`src/rtl/uart_cfg_pkg.sv`:
```
// Shared offsets, bit positions and decode type for the UART configuration
// front end. Assumes an 8-bit register bus with eight offsets.
package uart_cfg_pkg;
    localparam int unsigned REG_AW = 3;
    localparam int unsigned BYTE_W = 8;
    localparam int unsigned DIV_W  = 2 * BYTE_W;

    localparam logic [REG_AW-1:0] OFS_DATA = 3'd0;
    localparam logic [REG_AW-1:0] OFS_HIGH = 3'd1;
    localparam logic [REG_AW-1:0] OFS_FIFO = 3'd2;
    localparam logic [REG_AW-1:0] OFS_LCR  = 3'd3;
    localparam logic [REG_AW-1:0] OFS_MCR  = 3'd4;
    localparam logic [REG_AW-1:0] OFS_CTRL = 3'd6;
    localparam logic [REG_AW-1:0] OFS_STAT = 3'd7;

    localparam int unsigned LCR_DLAB_BIT = 7;
    localparam int unsigned MCR_LOOP_BIT = 4;
    localparam int unsigned CTRL_EN_BIT  = 0;
    localparam int unsigned CTRL_UPD_BIT = 1;
    localparam int unsigned FCR_RX_BIT   = 1;
    localparam int unsigned FCR_TX_BIT   = 2;

    typedef struct packed {
        logic tx;
        logic dll;
        logic dlm;
        logic ier;
        logic fcr;
        logic lcr;
        logic mcr;
        logic ctrl;
    } wr_sel_t;
endpackage

```
`src/rtl/ucfg_decode.sv`:
```
// Address decode and read multiplexer. Turns a bus write into one-hot
// register strobes, with offsets 0 and 1 remapped by the access bit.
// Assumes reads are free of side effects and combinational.
module ucfg_decode
    import uart_cfg_pkg::*;
(
    input  logic [REG_AW-1:0] addr,
    input  logic              wr,
    input  logic              dlab,
    input  logic [BYTE_W-1:0] rx_data,
    input  logic [DIV_W-1:0]  div_act,
    input  logic [BYTE_W-1:0] lcr_act,
    input  logic [BYTE_W-1:0] ier,
    input  logic [BYTE_W-1:0] mcr,
    input  logic              stage_en,
    input  logic              upd_pend,
    input  logic              busy,
    output wr_sel_t           sel,
    output logic [BYTE_W-1:0] rdata
);
    // Write strobe per register.
    always_comb begin
        sel      = '0;
        sel.tx   = wr && (addr == OFS_DATA) && !dlab;
        sel.dll  = wr && (addr == OFS_DATA) &&  dlab;
        sel.dlm  = wr && (addr == OFS_HIGH) &&  dlab;
        sel.ier  = wr && (addr == OFS_HIGH) && !dlab;
        sel.fcr  = wr && (addr == OFS_FIFO);
        sel.lcr  = wr && (addr == OFS_LCR);
        sel.mcr  = wr && (addr == OFS_MCR);
        sel.ctrl = wr && (addr == OFS_CTRL);
    end

    // Read data selection.
    always_comb begin
        rdata = '0;
        case (addr)
            OFS_DATA: rdata = dlab ? div_act[BYTE_W-1:0] : rx_data;
            OFS_HIGH: rdata = dlab ? div_act[DIV_W-1:BYTE_W] : ier;
            OFS_LCR:  rdata = lcr_act;
            OFS_MCR:  rdata = mcr;
            OFS_CTRL: begin
                rdata[CTRL_EN_BIT]  = stage_en;
                rdata[CTRL_UPD_BIT] = upd_pend;
            end
            OFS_STAT: rdata[0] = busy;
            default:  rdata = '0;
        endcase
    end

    // offset-1 writes never reach both the high divisor byte and IER.
    always_comb begin
        a_dlm_ier_excl_r6: assert (!(sel.dlm && sel.ier));
    end
endmodule

```
`src/rtl/ucfg_cfg_bank.sv`:
```
// Line control and divisor registers with shadow copies, busy gating and
// the self-clearing update. Shadow equals active whenever nothing is staged.
// Assumes at most one register write per cycle.
module ucfg_cfg_bank
    import uart_cfg_pkg::*;
#(
    parameter bit                NO_BUSY_GATE = 1'b0,
    parameter logic [BYTE_W-1:0] LCR_RST      = 8'h03,
    parameter logic [DIV_W-1:0]  DIV_RST      = 16'h0001
) (
    input  logic              clk,
    input  logic              rst_n,
    input  wr_sel_t           sel,
    input  logic [BYTE_W-1:0] wdata,
    input  logic              busy,
    output logic [BYTE_W-1:0] lcr_act_q,
    output logic [DIV_W-1:0]  div_act_q,
    output logic              sh_dlab,
    output logic              stage_en_q,
    output logic              upd_pend_q
);
    logic [BYTE_W-1:0] lcr_sh_q, lcr_sh_n;
    logic [DIV_W-1:0]  div_sh_q, div_sh_n;
    logic              drop;
    logic              direct_ok;
    logic              discard;

    // Variant choice: busy gating present or removed at build time.
    generate
        if (NO_BUSY_GATE) begin : g_nogate
            assign drop = 1'b0;
        end else begin : g_gate
            assign drop = busy;
        end
    endgenerate

    assign direct_ok = !stage_en_q && !drop;
    assign discard   = sel.ctrl && !wdata[CTRL_EN_BIT];
    assign sh_dlab   = lcr_sh_q[LCR_DLAB_BIT];

    // Next shadow value: discard reload, then accepted writes.
    always_comb begin
        lcr_sh_n = lcr_sh_q;
        div_sh_n = div_sh_q;
        if (discard && !upd_pend_q) begin
            lcr_sh_n = lcr_act_q;
            div_sh_n = div_act_q;
        end
        if (stage_en_q || direct_ok) begin
            if (sel.lcr) lcr_sh_n = wdata;
            if (sel.dll) div_sh_n[BYTE_W-1:0] = wdata;
            if (sel.dlm) div_sh_n[DIV_W-1:BYTE_W] = wdata;
        end
    end

    // Shadow registers.
    always_ff @(posedge clk) begin
        if (!rst_n) begin
            lcr_sh_q <= LCR_RST;
            div_sh_q <= DIV_RST;
        end else begin
            lcr_sh_q <= lcr_sh_n;
            div_sh_q <= div_sh_n;
        end
    end

    // Active registers: atomic apply or direct write when allowed.
    always_ff @(posedge clk) begin
        if (!rst_n) begin
            lcr_act_q <= LCR_RST;
            div_act_q <= DIV_RST;
        end else if (upd_pend_q) begin
            lcr_act_q <= lcr_sh_q;
            div_act_q <= div_sh_q;
        end else if (direct_ok) begin
            if (sel.lcr) lcr_act_q <= wdata;
            if (sel.dll) div_act_q[BYTE_W-1:0] <= wdata;
            if (sel.dlm) div_act_q[DIV_W-1:BYTE_W] <= wdata;
        end
    end

    // Staging enable and the one-cycle update request.
    always_ff @(posedge clk) begin
        if (!rst_n) begin
            stage_en_q <= 1'b0;
            upd_pend_q <= 1'b0;
        end else begin
            if (sel.ctrl) stage_en_q <= wdata[CTRL_EN_BIT];
            upd_pend_q <= sel.ctrl && wdata[CTRL_EN_BIT] && wdata[CTRL_UPD_BIT];
        end
    end

    // a busy cycle without staging leaves the configuration unchanged.
    p_drop_busy_r2: assert property (@(posedge clk) disable iff (!rst_n)
        (!NO_BUSY_GATE && busy && !stage_en_q && !upd_pend_q)
        |=> ($stable(lcr_act_q) && $stable(div_act_q)));

    // while staging with no update pending, outputs hold.
    p_stage_hold_r4: assert property (@(posedge clk) disable iff (!rst_n)
        (stage_en_q && !upd_pend_q)
        |=> ($stable(lcr_act_q) && $stable(div_act_q)));

    // an update loads both shadow values on one edge.
    p_apply_both_r5: assert property (@(posedge clk) disable iff (!rst_n)
        upd_pend_q
        |=> ((lcr_act_q == $past(lcr_sh_q)) && (div_act_q == $past(div_sh_q))));

    // without gating a direct line-control write always lands.
    p_nogate_write_r9: assert property (@(posedge clk) disable iff (!rst_n)
        (NO_BUSY_GATE && sel.lcr && !stage_en_q && !upd_pend_q)
        |=> (lcr_act_q == $past(wdata)));
endmodule

```
`src/rtl/ucfg_loopback.sv`:
```
// Modem-control byte and the loopback that follows its request only while
// the receiver is idle, so a character in flight is never cut.
module ucfg_loopback
    import uart_cfg_pkg::*;
(
    input  logic              clk,
    input  logic              rst_n,
    input  logic              mcr_wr,
    input  logic [BYTE_W-1:0] wdata,
    input  logic              rx_active,
    output logic [BYTE_W-1:0] mcr_q,
    output logic              loop_q
);
    // Modem-control byte as written.
    always_ff @(posedge clk) begin
        if (!rst_n)      mcr_q <= '0;
        else if (mcr_wr) mcr_q <= wdata;
    end

    // Loopback takes the request once the receiver is idle.
    always_ff @(posedge clk) begin
        if (!rst_n)          loop_q <= 1'b0;
        else if (!rx_active) loop_q <= mcr_q[MCR_LOOP_BIT];
    end

    // loopback never changes while a character is being received.
    p_loop_wait_r7: assert property (@(posedge clk) disable iff (!rst_n)
        rx_active |=> $stable(loop_q));
endmodule

```
`src/rtl/uart_cfg_front.sv`:
```
// Top of the UART configuration front end: busy detection, decode,
// gated configuration bank, interrupt-enable byte, loopback and FIFO
// clear strobes. Assumes status inputs are synchronous to clk.
module uart_cfg_front
    import uart_cfg_pkg::*;
#(
    parameter bit           NO_BUSY_GATE = 1'b0,
    parameter logic [7:0]   LCR_RST      = 8'h03,
    parameter logic [15:0]  DIV_RST      = 16'h0001
) (
    input  logic        clk,
    input  logic        rst_n,
    input  logic [2:0]  reg_addr,
    input  logic        reg_wr,
    input  logic [7:0]  reg_wdata,
    output logic [7:0]  reg_rdata,
    input  logic        tx_shifting,
    input  logic        rx_active,
    input  logic        tx_fifo_empty,
    input  logic [7:0]  rx_data,
    output logic [7:0]  line_ctrl,
    output logic [15:0] divisor,
    output logic [7:0]  int_en,
    output logic        loopback,
    output logic        tx_push,
    output logic        clr_rx_fifo,
    output logic        clr_tx_fifo
);
    wr_sel_t           sel;
    logic              busy;
    logic              sh_dlab;
    logic              stage_en;
    logic              upd_pend;
    logic [BYTE_W-1:0] ier_q;
    logic [BYTE_W-1:0] mcr_q;

    assign busy        = tx_shifting || rx_active || !tx_fifo_empty;
    assign tx_push     = sel.tx;
    assign clr_rx_fifo = sel.fcr && reg_wdata[FCR_RX_BIT];
    assign clr_tx_fifo = sel.fcr && reg_wdata[FCR_TX_BIT];
    assign int_en      = ier_q;

    ucfg_decode u_decode (
        .addr     (reg_addr),
        .wr       (reg_wr),
        .dlab     (sh_dlab),
        .rx_data  (rx_data),
        .div_act  (divisor),
        .lcr_act  (line_ctrl),
        .ier      (ier_q),
        .mcr      (mcr_q),
        .stage_en (stage_en),
        .upd_pend (upd_pend),
        .busy     (busy),
        .sel      (sel),
        .rdata    (reg_rdata)
    );

    ucfg_cfg_bank #(
        .NO_BUSY_GATE (NO_BUSY_GATE),
        .LCR_RST      (LCR_RST),
        .DIV_RST      (DIV_RST)
    ) u_bank (
        .clk        (clk),
        .rst_n      (rst_n),
        .sel        (sel),
        .wdata      (reg_wdata),
        .busy       (busy),
        .lcr_act_q  (line_ctrl),
        .div_act_q  (divisor),
        .sh_dlab    (sh_dlab),
        .stage_en_q (stage_en),
        .upd_pend_q (upd_pend)
    );

    ucfg_loopback u_loop (
        .clk       (clk),
        .rst_n     (rst_n),
        .mcr_wr    (sel.mcr),
        .wdata     (reg_wdata),
        .rx_active (rx_active),
        .mcr_q     (mcr_q),
        .loop_q    (loopback)
    );

    // Interrupt-enable byte, written through offset 1 with the access bit clear.
    always_ff @(posedge clk) begin
        if (!rst_n)       ier_q <= '0;
        else if (sel.ier) ier_q <= reg_wdata;
    end

    // the update request never lasts two cycles without a fresh write.
    p_upd_selfclr_r5: assert property (@(posedge clk) disable iff (!rst_n)
        (upd_pend && !sel.ctrl) |=> !upd_pend);
endmodule

```
`config.mk`:
```
export PLATFORM = sky130hd
export DESIGN_NAME = uart_cfg_front
export DESIGN_NICKNAME = d
export VERILOG_FILES = /design/src/rtl/uart_cfg_pkg.sv /design/src/rtl/ucfg_decode.sv /design/src/rtl/ucfg_cfg_bank.sv /design/src/rtl/ucfg_loopback.sv /design/src/rtl/uart_cfg_front.sv
export SDC_FILE = /design/constraint.sdc
export NUM_CORES = 1
export LEC_CHECK = 0
export BUFFER_PORTS_ARGS = -buffer_cell sky130_fd_sc_hd__buf_2
export CORE_MARGIN = 4
export CORE_UTILIZATION = 45
export CTS_BUF_LIST = sky130_fd_sc_hd__clkbuf_8
export DETAILED_ROUTE_END_ITERATION = 10
export HOLD_SLACK_MARGIN = 0.08
export PLACE_DENSITY_LB_ADDON = 0.25
export SLEW_MARGIN = 10
export SYNTH_ARGS = -nofsm -noshare
export SYNTH_HDL_FRONTEND = slang
export SYNTH_SLANG_ARGS = --single-unit
```
`constraint.sdc`:
```
create_clock -name clk -period 2.1 [get_ports clk]
set_input_delay 0.42 -clock clk [delete_from_list [all_inputs] [get_ports clk]]
set_output_delay 0.42 -clock clk [all_outputs]
set_load 0.01 [all_outputs]
```
* Yosys cells after proc, flatten, opt, wreduce, memory -nomap -nowiden *
Cells that the tools add are included.

operators by class
  equality and inequality tests = 6
  reductions and logical operators = 34
  muxes and demuxes = 19

operators with widths
  cell                                                 number
  2-to-1 mux 8 bit                                     12
  2-to-1 mux 16 bit                                    4
  one-hot mux 6 bit (4 select lines)                   1
  logical AND 1 bit                                    17
  equality test 3 bit, second input constant           3
  nonzero test 2 bit                                   4
  equality test 3 x 2 -> 1 bit, second input constant  2
  logical NOT 1 bit                                    6
  one-hot mux 1 bit (6 select lines)                   1
  AND reduction 2 bit                                  3
  one-hot mux 1 bit (5 select lines)                   1
  equality test 3 x 1 -> 1 bit, second input constant  1
  logical NOT 3 bit                                    1
  logical OR 1 bit                                     3

word-level totals
  register bits after elaboration = 67

* Longest topological paths before layout *
Gate-level depths: netlist (run 1).

  depth after elaboration = 7
  gate-level depth with buffers = 7

* Hierarchy *
Synthesis (run 1) repeated with hierarchy kept, for this count alone.

unflattened totals
  cells, all modules = 357
  area, all modules = 3500.9 um^2

by module, submodules not included
  module          sequential area each (um^2)  area an instance (um^2)  instances  cells an instance
  ucfg_cfg_bank   1001.0                       2273.4                   1          233
  ucfg_decode     0.0                          568.0                    1          67
  ucfg_loopback   180.2                        337.8                    1          28
  uart_cfg_front  160.2                        321.6                    1          29

* Worst setup path before layout (run 1) *
OpenSTA, ideal clock, no wires.

  path kind = input -> output
  from = in reg_addr[0]
  to = out reg_rdata[2]
  slack = 232 ps
  stages = 6
  arrival time = 1448 ps
  buffers on the path = 2
  required time = 1680 ps
  cells stage by stage = buf_4 or2_2 clkbuf_1 o22ai_1 a21oi_1 o21ai_0

on the way
  word-level cells in the longest chain between the ends = 2
  elaborated cells between the ends (all ways) = 5

ends and longest elaborated chain
  element                                            line                  text
  start, declared                                    uart_cfg_front.sv:13  input logic [2:0] reg_addr,
  equality test 3 bit, or another cell as far along  ucfg_decode.sv:37     case (addr)
  one-hot mux 6 bit (4 select lines) *               ucfg_decode.sv:37
  end, declared                                      uart_cfg_front.sv:16  output logic [7:0] reg_rdata,

Mark *: on every way between the ends. The rest lies on a longest branch, timed or not.

* Final worst setup path (run 1) *
  from = reg u_bank.lcr_sh_q[7]
  to = out reg_rdata[6]

on the way
  word-level cells in the longest chain between the ends = 2
  elaborated cells between the ends (all ways) = 3

ends and longest elaborated chain
  element                               line                                  text
  start, declared                       ucfg_cfg_bank.sv:22                   logic [BYTE_W-1:0] lcr_sh_q, lcr_sh_n;
  start signal, assigned                ucfg_cfg_bank.sv:62                   lcr_sh_q <= lcr_sh_n;
  2-to-1 mux 8 bit (on tied branches)   ucfg_decode.sv:39, ucfg_decode.sv:38
  one-hot mux 6 bit (4 select lines) *  ucfg_decode.sv:37

Marked as above.

==> results of run 1 <==
-- flip-flops by register name, summed over array words and instances, names as in the netlist --
signal	flops
u_bank.lcr_sh_q	8
u_bank.lcr_act_q	8
u_bank.stage_en_q	1
int_en	8
u_bank.upd_pend_q	1
u_bank.div_act_q	16
u_loop.loop_q	1
u_loop.mcr_q	8
u_bank.div_sh_q	16
-- placed cells by master (no fill, tap or decap), types with 4 or more instances in the layout --
| cell type | count |
|---|---|
| clkbuf_8 | 9 |
| clkinv_2 | 4 |
| o21ai_1 | 5 |
| a21oi_1 | 30 |
| dfxtp_1 | 66 |
| o22ai_1 | 5 |
| inv_1 | 4 |
| buf_2 | 68 |
| o21ai_0 | 52 |
| nor2_1 | 23 |
| a31oi_1 | 37 |
| mux2i_1 | 34 |
| nor3_1 | 6 |
| nand2_1 | 64 |
| buf_4 | 18 |
-- worst min-delay path by stage --
stage | from | endpoint | cells after the start
2_1_floorplan | u_bank.div_sh_q[10]$_SDFF_PN0_ | u_bank.div_sh_q[10]$_SDFF_PN0_ | 2
5_1_grt | rx_active | u_loop.loop_q$_SDFFE_PN0N_ | 3
3_3_place_gp | u_bank.lcr_sh_q[5]$_SDFF_PN0_ | u_bank.lcr_sh_q[5]$_SDFF_PN0_ | 2
6_report | rx_active | u_loop.loop_q$_SDFFE_PN0N_ | 3
3_5_place_dp | u_bank.div_sh_q[8]$_SDFF_PN0_ | u_bank.div_sh_q[8]$_SDFF_PN0_ | 2
4_1_cts | rx_active | u_loop.loop_q$_SDFFE_PN0N_ | 3
-- cells by family after synthesis --
kind of cell | Yosys count
compound gates | 144
buf+inv | 45
flops | 67
mux | 40
simple gates | 117
-- layer usage --
metal,vias up,track usage
met5,-,0
met2,182,0.394
met4,0,0.124
li1,1613,-
met3,34,0.0566
met1,1669,0.352
-- stage by stage --
stage	hold WS, ps	util	power [µW]
global placement	453	0.522	1570
CTS	361	0.554	2600
detailed placement	460	0.522	1570
global route	393	0.556	2690
floorplan	445	-	1470
finish	365	0.556	2590
-- critical path: stages, from the launching register on --
cell       delay [ps]
dfxtp_4           370
bufbuf_16         290
mux2i_2           240
o22ai_1           130
a21oi_1           140
o21ai_0            80
buf_2             150
-- what timing repair did --
action,in CTS,in global routing
resized for setup,7,4
setup endpoints to repair,8,8
cloned,1,0
pin swaps,1,2
buffers inserted,0,0
-- report_power, final --
| part | internal, µW | switching (µW) |
|---|---|---|
| registers | 1280 | 12.0 |
| clock network | 533 | 510 |
| logic | 93.9 | 164 |
| total | 1910 | 686 |
-- area by class of cell --
| cell class | count | area [µm²] | area share |
|---|---|---|---|
| well taps | 99 | 124 | 0.0306 |
| flip-flops and latches | 67 | 1350 | 0.332 |
| inverters | 5 | 18.8 | 0.00463 |
| repair buffers | 89 | 548 | 0.135 |
| clock inverters | 6 | 57.6 | 0.0142 |
| clock buffers | 9 | 124 | 0.0306 |
| multi-input cells | 301 | 1830 | 0.453 |
==> results.md, run 1 <==
Power:
- The leakage power is 0.00152 µW.
- The areal power density over the cells is 641 nW/µm².
- IR analysis of the VDD net gives a maximum drop of 0.446 mV.

Floorplanning:
- The die is 94.8 µm tall.
- The total I/O pin count is 69.
- The number of standard-cell rows in the floorplan is 31.
- From left edge to right edge, the die measures 94.8 µm.
- The placeable core region is 7290 µm².
- The die covers 8980 µm².
- The initial standard-cell utilization of the core is 0.464.

Logic synthesis:
- The synthesized design contains 0 enable-type register cells.
- The synthesized area divided by synthesized cell count is 8.20 µm².
- After synthesis, the cell types taking the most area are dfxtp_1, mux2i_1, o21ai_0, nand2_1, a31oi_1.
- The xor/xnor share of the synthesized area is 0.
- In the synthesized netlist, the cells that appear most often are dfxtp_1, nand2_1, o21ai_0, a31oi_1, mux2i_1.
- The combined area of all synthesized cells is 3390 µm².
- The library cell with the highest instance count after synthesis is dfxtp_1.
- The number of warnings reported in the yosys synthesis log is 0.
- Counting every net in the synthesized netlist gives 438.
- The mux contribution to synthesized area is 0.119.
- The largest total area in the synthesized netlist belongs to dfxtp_1.
- The flip-flop and latch count after synthesis is 67.
- Among all flip-flop cells after synthesis, the most frequent one is dfxtp_1.
- After technology mapping, the gate count stands at 413.
- Of all flip-flops after synthesis, the portion carrying an async set or reset was 0.
- The post-synthesis compound-gate area fraction is 0.246.
- Of the total synthesized cell area, the portion taken by AND, OR, NAND and NOR gates is 0.168.
- The share of synthesized area in the top cell type comes to 0.396.
- The sequential element share of the synthesized area is 0.396.
- The adder-cell share of the synthesized area is 0.
- The combinational family with the most area after synthesis is compound AO/OA/AOI/OAI gates.
- The number of distinct library cells after synthesis is 40.

Timing:
- Derived from the worst setup path, the maximum achievable clock frequency is 457 MHz.
- For the pin with the worst max-slew slack, the measured transition is 958 ps.
- The final worst slack is -86.5 ps.
- Between clock sinks in the finished design, the worst skew comes to 7.64 ps.
- For the final routed database, the setup TNS stands at -411 ps.
- Setup violations remaining at the end of the flow were counted as 7.
- The final critical-path share of the clock period is 1.04.
- The worst pin sits at a relative slew slack of 0.360.
- The final max-slew violation count is 0.
- The post-route minimum period is 2190 ps.
- Setup repair after global routing could not meet its margin everywhere.
- The hold violation total from the final report is 0.

CTS:
- The clock reaches the later pin of the worst-skew pair after 360 ps.
- The H-tree was split into 3 levels.
- The deepest clock path buffer count is 2.
- Buffers inserted to repair hold after CTS numbered 0.
- The tree is rooted in a clkbuf_8.
- The clock tree from TritonCTS is yes.
- The clock net in this run drives a total of 67 sinks.
- Counting the buffers created by CTS gives 9.
- Clock-pin slew was measured on the worst setup and hold paths at 70 ps.

Worst setup path:
- For the worst setup path, the data required time is 1680 ps.
- Following the worst setup path forward leads to its endpoint at reg_rdata[6].
- The startpoint identified for the worst register-to-register timing path is u_bank.upd_pend_q$_SDFF_PN0_.
- The category of the worst setup path capture point is an output port.
- The largest fanout on the critical path is 12.
- The logic depth of the worst register-to-register path is 3.
- The worst reg-to-reg setup slack is 480 ps.
- STA classifies the critical path startpoint as a flop.
- The launch point of the worst path is u_bank.lcr_sh_q[7]$_SDFF_PN0_.
- The critical path class is reg2out.
- The reg-to-reg critical path endpoint is u_bank.lcr_act_q[0]$_SDFFE_PN1P_.
- STA puts the critical path data arrival time at 1770 ps.

Run status:
- The flow ran to the end, but the final reports show violations.
- The checks that failed: negative setup slack.

Min path:
- The class of the worst hold path is in2reg.

Finish:
- Of the cells placed in the final design, the portion with a size suffix greater than 1 is 0.256.
- Fill cells in the final layout number 707.
- Relative to the synthesized area, the layout overhead comes to 19.6%.
- The antenna diode count is 0.
- In the final design database the tool counted 498 nets.
- Summing all non-filler instances in the final layout gives an area of 4050 µm².
- The finished layout holds 576 standard cells, fillers aside.

Route:
- The number of detailed-routing iterations run before antenna repair is 6.
- The uppermost signal routing layer after detailed routing is met4.
- The routed metal-1 wirelength is 4930 µm.
- The post-detailed-route wirelength per cell is 19.3 µm.
- The total met2 wirelength after detailed routing is 4990 µm.
- Dividing the detail-routed via count by the number of cells gives 6.07.
- Detailed routing placed a total of 809 µm of wire on met3.
- The number of vias in the routed layout is 3498.
- In the routed design, unresolved DRC markers number 0.
- For this block, the initial DRC count from the detailed router was 301.
- The number of routed nets with antenna violations is 0.
- The total wire length is 11100 µm.

Place:
- Once placement completed, the tool counted placed cells totaling 560.
- The total of buffers placed on input and output ports is 68.
- The pre-CTS setup slack is 100 ps.
- The post-place instance area is 3810 µm².
- The final weighted congestion in routability-driven placement is 0.958.
- The half-perimeter wire length after detailed placement is 7400 µm.

Global routing:
- The first global-routing pass estimated 17500 µm of wire.
- The pin count of the biggest net entering global routing is 34.
- The global-route congestion overflow total is 0.
- The initial antenna violation count is 0.
- The total global-route track usage is 0.260.
- The number of global-route vias before repair is 3309.

Run:
- Max-cap violations in this run came to 0.
Note: power is estimated with default switching activity, not from simulation.
==> run 2: changes to the inputs <==
--- a/config.mk
+++ b/config.mk
@@ -6,7 +6,6 @@
 export NUM_CORES = 1
 export LEC_CHECK = 0
 export BUFFER_PORTS_ARGS = -buffer_cell sky130_fd_sc_hd__buf_2
-export CORE_MARGIN = 4
 export CORE_UTILIZATION = 45
 export CTS_BUF_LIST = sky130_fd_sc_hd__clkbuf_8
 export DETAILED_ROUTE_END_ITERATION = 10
==> run 2 against run 1 <==
The flow still finishes with violations (negative setup slack). Clock power barely moved. Maximum frequency rose by 3.9%. Worst hold slack improved by 12 ps. Final area rose by 1.9%. Non-clock buffer count rose by 3. Via count fell by 1.7%. Wire length fell by 1.2%. Sequential power barely moved. Total power rose by 0.60%. Critical path depth fell by 1. Critical path type unchanged.
==> results.md, run 2 (synthesis results as in run 1) <==
CTS:
- The clock insertion delay at the later pin of the skew report was 360 ps (about the same).
- The TritonCTS buffer count is 9 (unchanged).
- The clock tree from TritonCTS is yes (unchanged).
- The maximum level of the CTS H-tree came to 3 (unchanged).
- The cell at the root of the clock tree is clkbuf_8 (unchanged).
- The clock-pin slew reported for the worst setup and hold paths after clock tree synthesis is 70 ps (about the same).
- The number of clock sinks seen by CTS came to 67 (unchanged).
- The deepest clock path buffer count came to 2 (unchanged).

Worst setup path:
- The arrival time of data at the critical path endpoint is 1690 ps (was 1770 ps).
- The critical path launch point type was a flop (unchanged).
- The critical path class is reg2out (unchanged).
- The data required time at the worst endpoint is 1680 ps (about the same).
- The critical path's slowest cell is dfxtp_4 (unchanged).
- The cell family contributing the most delay on the critical path was flip-flops (was buffers and inverters).
- The largest fanout on the critical path is 7 (was 12).
- The buffers plus inverters on the worst setup path is 2 (unchanged).
- The maximum cell stage delay along the critical path came to 410 ps (was 370 ps).
- Chain of cells forming the critical path: buf_12, mux2_4, a221oi_2, a21oi_1, buf_2 (was bufbuf_16, mux2i_2, o22ai_1, a21oi_1, o21ai_0, buf_2).
- The category of the worst setup path capture point was an output port (unchanged).

Route:
- The DRC violations left is 0 (unchanged).
- The post-detailed-route wirelength per cell is 19.0 µm (was 19.3 µm).
- The DRC violation total after the first TritonRoute iteration is 276 (was 301).
- The number of vias per cell after detailed routing was 5.94 (was 6.07).
- The number of routed nets with antenna violations is 0 (unchanged).
- The number of vias in the routed layout was 3439 (was 3498).
- The total wire length is 11000 µm (was 11100 µm).
- The number of detailed-routing iterations run before antenna repair is 6 (unchanged).

Floorplanning:
- The floorplan die height is 88.8 µm (was 94.8 µm).
- The number of standard-cell rows in the floorplan came to 31 (unchanged).
- The die area is 7880 µm² (was 8980 µm²).
- The total I/O pin count is 69 (unchanged).
- The initial standard-cell utilization of the core was 0.467 (was 0.464).
- The placeable core region came to 7250 µm² (was 7290 µm²).
- The die span in x was 88.8 µm (was 94.8 µm).

Finish:
- The area added between synthesis and finish is 21.9% (was 19.6%).
- The core occupancy in the finished layout came to 0.569 (was 0.556).
- The layout filler cell count came to 700 (was 707).
- The antenna diode count is 0 (unchanged).
- The commonest non-fill, non-tap cell in the layout is buf_2 (unchanged).
- The final net count was 501 (was 498).
- Registers with the most flip-flops: u_bank.div_act_q x16, u_bank.div_sh_q x16 (unchanged).
- Commonest non-fill, non-tap cells in the layout: buf_2, dfxtp_1, nand2_1, o21ai_0, a31oi_1 (unchanged).
- The layout cell share with drive strength beyond 1 is 0.279 (was 0.256).

Global routing:
- The global-route congestion overflow total is 0 (unchanged).
- The pin count of the biggest net entering global routing is 50 (was 34).
- The global-route wire length before repair is 16900 µm (was 17500 µm).
- The total global-route track usage came to 0.294 (was 0.260).
- The number of global-route vias before repair is 3176 (was 3309).
- The initial antenna violation count is 0 (unchanged).

Timing:
- The worst setup skew after layout came to 6.66 ps (was 7.64 ps).
- The maximum operating frequency is 475 MHz (was 457 MHz).
- The post-route minimum period is 2110 ps (was 2190 ps).
- The hold violation total from the final report is 0 (unchanged).
- The final worst slack is -5.17 ps (was -86.5 ps).
- The relative slew slack is 0.374 (was 0.360).
- The final-report setup violation count is 1 (was 7).
- The setup TNS after final layout is -5.17 ps (was -411 ps).
- The final critical-path share of the clock period is 1.00 (was 1.04).
- The final max-slew violation count is 0 (unchanged).
- Unrepaired setup endpoints after global routing: yes (unchanged).
- The transition time at the pin with the least slew margin was 938 ps (was 958 ps).

Place:
- The total of buffers placed on input and output ports is 68 (unchanged).
- The final weighted congestion in routability-driven placement is 0.872 (was 0.958).
- The half-perimeter wire length after detailed placement is 7360 µm (was 7400 µm).

Power:
- The leakage power is 0.00155 µW (was 0.00152 µW).
- The worst-case vdd ir drop is 0.409 mV (was 0.446 mV).
- The areal power density over the cells is 632 nW/µm² (was 641 nW/µm²).

Min path:
- The class of the worst hold path is in2reg (unchanged).

Run status:
- Result of the run: finished with violations (unchanged).
- Failing checks: negative setup slack (unchanged).

Run:
- The reported max-cap violation count came to 0 (unchanged).
## run 2: what timing repair did
| action | CTS | global route |
|---|---|---|
| hold endpoints to repair | 0 | 0 |
| pin swaps | 3 | 1 |
| endpoints found under the setup margin | 8 | 8 |
| cloned | 1 | 0 |
| hold buffers | 0 | 0 |
| setup buffers | 1 | 0 |
| resized for setup | 16 | 13 |
## run 2: layout make-up
type	instances	area, µm²	share of cell area
multi-input combinational	301	1900	0.460
sequential	67	1350	0.326
timing repair buffer	92	561	0.136
clock buffer	9	124	0.0300
tap	99	124	0.0300
clock inverter	6	57.6	0.0139
inverter	5	18.8	0.00455
## run 2: where the power goes
| group | internal (µW) | total [µW] | switching, µW |
|---|---|---|---|
| Sequential | 1280 | 1290 | 12.5 |
| Clock | 533 | 1050 | 514 |
| Combinational | 99.1 | 269 | 170 |
## run 2: layer usage
metal  share of wire  track usage  up-vias  wire [µm]
met5               0            0        -          0
met2            0.45        0.469      172       4960
li1                -            -     1626          -
met4           0.024        0.111        0        263
met1            0.44        0.386     1617       4870
met3           0.082       0.0681       24        902
## run 2: path summary, 6_finish.rpt
kind                                 start                              to  slack (ps)  depth (start not counted)
min reg2reg  u_bank.lcr_sh_q[4]$_SDFF_PN0_   u_bank.lcr_sh_q[4]$_SDFF_PN0_         470                          2
max reg2reg  u_bank.lcr_sh_q[7]$_SDFF_PN0_  u_bank.div_sh_q[10]$_SDFF_PN0_         490                          5
min                              rx_active      u_loop.loop_q$_SDFFE_PN0N_         380                          3
max          u_bank.lcr_sh_q[7]$_SDFF_PN0_                    reg_rdata[1]          -5                          5
## run 2: per-stage QoR
step	instance area, µm²	std cells	hold slack [ps]	setup WS [ps]	power [µW]
floorplan	3390	413	445	232	1470
global placement	3820	563	453	92.2	1570
detailed placement	3820	563	461	46.1	1570
CTS	4070	579	373	0.103	2600
global route	4130	579	378	-70.7	2690
finish	4130	579	377	-5.17	2610
## run 2: worst reg2reg max path, cell delays in order, from the launching register on
cell	delay (ps)
dfxtp_4	410
buf_8	140
buf_4	150
o2111ai_2	380
o21ai_0	310
a31oi_1	70
